--- src/rtl/exc_entry_pkg.sv ---
package exc_entry_pkg;
    localparam int XLEN = 64;
    localparam int TT_W = 5;

    typedef enum logic [1:0] {
        OP_NONE  = 2'b00,
        OP_PROG  = 2'b01,
        OP_SC    = 2'b10,
        OP_NONE2 = 2'b11
    } exc_op_e;

    // architectural MSR bit positions (bit 0 is the MSB)
    localparam int A_SF  = 0;
    localparam int A_HV  = 3;
    localparam int A_TM  = 31;
    localparam int A_VEC = 38;
    localparam int A_VSX = 40;
    localparam int A_EE  = 48;
    localparam int A_PR  = 49;
    localparam int A_FP  = 50;
    localparam int A_ME  = 51;
    localparam int A_FE0 = 52;
    localparam int A_TES = 53;
    localparam int A_TEE = 54;
    localparam int A_FE1 = 55;
    localparam int A_IR  = 58;
    localparam int A_DR  = 59;
    localparam int A_PMM = 61;
    localparam int A_RI  = 62;
    localparam int A_LE  = 63;

    // SRR1 cause positions
    localparam int C_TMBAD = 42;
    localparam int C_FP    = 43;
    localparam int C_ILL   = 44;
    localparam int C_PRIV  = 45;
    localparam int C_TRAP  = 46;
    localparam int C_ADDR  = 47;

    typedef logic [XLEN-1:0] xword_t;

    typedef struct packed {
        xword_t msr;
        xword_t srr1;
        xword_t srr0;
        xword_t nia;
        logic   ok;
    } exc_result_t;

    // physical index of an architectural bit
    function automatic int phys(input int n);
        return XLEN - 1 - n;
    endfunction

    function automatic xword_t abit(input int n);
        xword_t r;
        r = '0;
        r[phys(n)] = 1'b1;
        return r;
    endfunction

    // mask of architectural bits s..e inclusive
    function automatic xword_t afield(input int s, input int e);
        xword_t r;
        r = '0;
        for (int i = s; i <= e; i++) r |= abit(i);
        return r;
    endfunction
endpackage

--- src/rtl/exc_msr_forcer.sv ---
module exc_msr_forcer
    import exc_entry_pkg::*;
#(
    parameter int UND_POS = 5
) (
    input  xword_t msr_i,
    output xword_t msr_o
);
    localparam xword_t CLR_MASK =
        abit(A_IR) | abit(A_DR) | abit(A_FE0) | abit(A_FE1) |
        abit(A_EE) | abit(A_RI) | abit(A_TM)  | abit(A_VEC) |
        abit(A_VSX)| abit(A_PR) | abit(A_FP)  | abit(A_PMM) |
        afield(A_TES, A_TEE) | abit(UND_POS);
    localparam xword_t SET_MASK = abit(A_SF) | abit(A_LE);

    assign msr_o = (msr_i & ~CLR_MASK) | SET_MASK;
endmodule

--- src/rtl/exc_srr1_builder.sv ---
module exc_srr1_builder
    import exc_entry_pkg::*;
(
    input  xword_t           msr_i,
    input  logic [TT_W-1:0]  tt_i,
    input  logic             is_prog_i,
    output xword_t           srr1_o
);
    localparam xword_t CLR_MASK = afield(33, 36) | afield(C_TMBAD, C_ADDR);

    xword_t cause;
    logic   tt_unused;

    assign tt_unused = tt_i[2];

    always_comb begin
        cause = '0;
        if (is_prog_i) begin
            cause[phys(C_FP)]   = tt_i[0];
            cause[phys(C_ILL)]  = tt_i[4];
            cause[phys(C_PRIV)] = tt_i[1];
            cause[phys(C_TRAP)] = (tt_i == '0);
            cause[phys(C_ADDR)] = tt_i[3];
        end
    end

    assign srr1_o = (msr_i & ~CLR_MASK) | cause;
endmodule

--- src/rtl/exc_vector_sel.sv ---
module exc_vector_sel
    import exc_entry_pkg::*;
#(
    parameter xword_t VEC_PROG = 64'h700,
    parameter xword_t VEC_SC   = 64'hC00
) (
    input  exc_op_e op_i,
    output logic    active_o,
    output logic    is_prog_o,
    output xword_t  nia_o
);
    always_comb begin
        active_o  = 1'b0;
        is_prog_o = 1'b0;
        nia_o     = '0;
        unique case (op_i)
            OP_PROG: begin
                active_o  = 1'b1;
                is_prog_o = 1'b1;
                nia_o     = VEC_PROG;
            end
            OP_SC: begin
                active_o = 1'b1;
                nia_o    = VEC_SC;
            end
            default: ;
        endcase
    end
endmodule

--- src/rtl/exc_entry_gen.sv ---
module exc_entry_gen
    import exc_entry_pkg::*;
#(
    parameter int     UND_POS  = 5,
    parameter xword_t VEC_PROG = 64'h700,
    parameter xword_t VEC_SC   = 64'hC00
) (
    input  logic [1:0]      op_i,
    input  logic [XLEN-1:0] msr_i,
    input  logic [TT_W-1:0] tt_i,
    input  logic [XLEN-1:0] pc_i,
    output logic [XLEN-1:0] msr_o,
    output logic            msr_ok_o,
    output logic [XLEN-1:0] srr1_o,
    output logic            srr1_ok_o,
    output logic [XLEN-1:0] srr0_o,
    output logic            srr0_ok_o,
    output logic [XLEN-1:0] nia_o,
    output logic            nia_ok_o
);
    logic        active;
    logic        is_prog;
    xword_t      nia_raw;
    xword_t      msr_raw;
    xword_t      srr1_raw;
    exc_result_t res;

    exc_vector_sel #(.VEC_PROG(VEC_PROG), .VEC_SC(VEC_SC)) u_vec (
        .op_i      (exc_op_e'(op_i)),
        .active_o  (active),
        .is_prog_o (is_prog),
        .nia_o     (nia_raw)
    );

    exc_msr_forcer #(.UND_POS(UND_POS)) u_msr (
        .msr_i (msr_i),
        .msr_o (msr_raw)
    );

    exc_srr1_builder u_srr1 (
        .msr_i     (msr_i),
        .tt_i      (tt_i),
        .is_prog_i (is_prog),
        .srr1_o    (srr1_raw)
    );

    always_comb begin
        res = '0;
        if (active) begin
            res.msr  = msr_raw;
            res.srr1 = srr1_raw;
            res.srr0 = pc_i;
            res.nia  = nia_raw;
            res.ok   = 1'b1;
        end
    end

    assign msr_o     = res.msr;
    assign srr1_o    = res.srr1;
    assign srr0_o    = res.srr0;
    assign nia_o     = res.nia;
    assign msr_ok_o  = res.ok;
    assign srr1_ok_o = res.ok;
    assign srr0_ok_o = res.ok;
    assign nia_ok_o  = res.ok;
endmodule

--- config.mk ---
export PLATFORM = sky130hd
export DESIGN_NAME = exc_entry_gen
export DESIGN_NICKNAME = d
export VERILOG_FILES = /design/src/rtl/exc_entry_pkg.sv /design/src/rtl/exc_msr_forcer.sv /design/src/rtl/exc_srr1_builder.sv /design/src/rtl/exc_vector_sel.sv /design/src/rtl/exc_entry_gen.sv
export SDC_FILE = /design/constraint.sdc
export NUM_CORES = 1
export LEC_CHECK = 0
export CORE_AREA = 2 2 153 155
export DETAILED_ROUTE_END_ITERATION = 7
export DIE_AREA = 0 0 155 157
export GPL_ROUTABILITY_DRIVEN = 0
export PLACE_DENSITY = 0.42
export SYNTH_ARGS = -nofsm -noshare
export SYNTH_HDL_FRONTEND = slang
export SYNTH_SLANG_ARGS = --single-unit
--- constraint.sdc ---
create_clock -name vclk -period 4.49
set_clock_uncertainty 0.2 [all_clocks]
set_input_delay 0.898 -clock vclk [all_inputs]
set_output_delay 0.898 -clock vclk [all_outputs]
set_load 0.005 [all_outputs]
==> impl_metrics.yaml <==
run_status:
  status: "completed"
synth:
  synth_area_leaders: "buf_4 (52%), nor2b_1 (42%), ha_1 (1.9%)"
  yosysTopAreaCell: "buf_4"
  synth_area_um2: 1926
  syn_avg_cell_area_um2: 6.853
  netlist_instances: 281
  synth_top_area_share: 0.5224
  seq_area_frac_synth: 0
  synth_cell_types: 10
  yosys_warnings: 0
routing:
  detail_route.wl_per_cell_um: 11.26
  vias: 2398
  drt_iter0_drc: 62
  ant_nets: 0
  via_per_inst: 2.903
  drt_wl_total_um: 9299
  dr.pass1.iters: 3
  drc: 0
timing:
  fin_crit_sh: 0.8855
  rsz0062_at_grt: "no"
  slew_viol_final: 0
  tns_ns: 0
  layout_min_cycle_time_ns: 3.976
  setup_viol: 0
  final_hold_viol_count: 0
  timing.fmax_mhz: 251.5
power:
  power_uw: 521.4
  powerDensity_nw_per_um2: 109.2
  p_leak_nw: 1.815
  ir_drop_uv: 51.10
cells_and_area:
  seqCellArea_um2: 0
  area_growth_pct: 147.9
  drive_above_1_share: 0.009242
  nClkBuffers: 0
  nets: 681
  finalNonFillerCells: 826
  seq_cell_count: 0
  stdcell_area_um2: 4773
  antenna-diode-count: 0
floorplanning:
  start_util: 0.08557
  io_pins: 395
  die_h_um: 157
  core_area_um2: 22500
  die_w_um: 155
  die_area_um2: 24340
  rows: 55
setup_path:
  worstPathRequired_ns: 3.39
  end_kind: "primary output"
  crit_path_max_incr_delay_ns: 0.51
  crit_type: "in -> out"
  startpoint_type: "input port"
  cp_data_arrival_time_ns: 2.88
  slowest_stage: "clkdlybuf4s50_1"
  crit_top_cell: "clkdlybuf4s50_1"
  path_cells: "clkdlybuf4s50_1 > inv_1 > ha_4 > buf_12 > buf_4 > nor2b_1 > clkdlybuf4s50_1"
  cp_max_fo: 58
place:
  dpl.hpwl_um: 8288
  placed_cells: 826
  io_buffer_count: 315
  postPlaceCellArea_um2: 4773
global_routing:
  grt-ovfl-total: 0
  busiest_layer: "met2"
  grt.total_usage: 0.06342
  antenna_found_initial: 0
  gr-usage-met1: 0.07622
  grt_pass1_wl_um: 12370
  grt_max_degree: 59
  grt_pass1_vias: 2218
  gr-usage-met3: 0.01680
  grt_use_met2: 0.1198
clock_network:
  cts_hold_buf: 0
  ctsResizeCount: 0
  cts_setup_buffers: 0
job:
  maxCapViolations: 0
min_path:
  worstHoldPathType: "in -> out"
==> metal layers <==
metal,vias up,share of wire
met5,-,0
met4,0,0
met3,0,0.13
met2,230,0.49
met1,1021,0.38
li1,1147,-
==> critical path: cells and delay by family <==
family / cells / cell delay, ns
simple gates: 1 / 0.05
fa+ha+maj: 1 / 0.38
buf+inv: 5 / 1.50
==> cell type report <==
class	count	area [µm²]
well taps	285	356.6
fillers	2522	17730
multi-input cells	219	1197
repair buffers	319	3208
inverters	3	11.26
==> worst paths after layout <==
| path | from | end | slack [ns] | depth (start not counted) |
|---|---|---|---|---|
| setup / recovery | op_i[0] | srr1_o[0] | 0.51 | 7 |
| hold / removal | pc_i[61] | srr0_o[61] | 2.53 | 3 |
==> report_power, final <==
group | internal [mW] | total [mW] | switching, mW | leakage [nW]
combinational | 0.350 | 0.521 | 0.171 | 1.81
sequential | 0 | 0 | 0 | 0
clock | 0 | 0 | 0 | 0
==> placed cells by master, fill, tap and decap left out <==
cell type	instances
ha_4	1
nor3_1	1
buf_12	2
buf_4	2
ha_1	2
nor2b_1	129
and3_1	1
nor2_1	1
clkdlybuf4s50_1	315
and2_1	4
conb_1	80
inv_1	3
==> cells in the mapped netlist, drive strengths merged <==
library cell	count
conb	1
and2	4
nor3	1
ha	3
nor2	1
buf	138
and3	1
inv	3
nor2b	129
==> stage by stage <==
step                      hold WS [ns]    util  setup WS, ns
after floorplan                  1.706       -         1.524
after global placement           2.534  0.2121        0.4260
after detailed placement         2.530  0.2121        0.4339
after CTS                        2.530  0.2121        0.4328
after global routing             2.547  0.2121        0.3394
final                            2.528  0.2121        0.5140
==> cell families after synthesis <==
| group | count (synthesis) | synth area share |
|---|---|---|
| other | 1 | 0.001947 |
| and+or+nand+nor | 136 | 0.4399 |
| buffers and inverters | 141 | 0.5387 |
| adders and majority gates | 3 | 0.01950 |
Power figures use the tool's default switching activity.
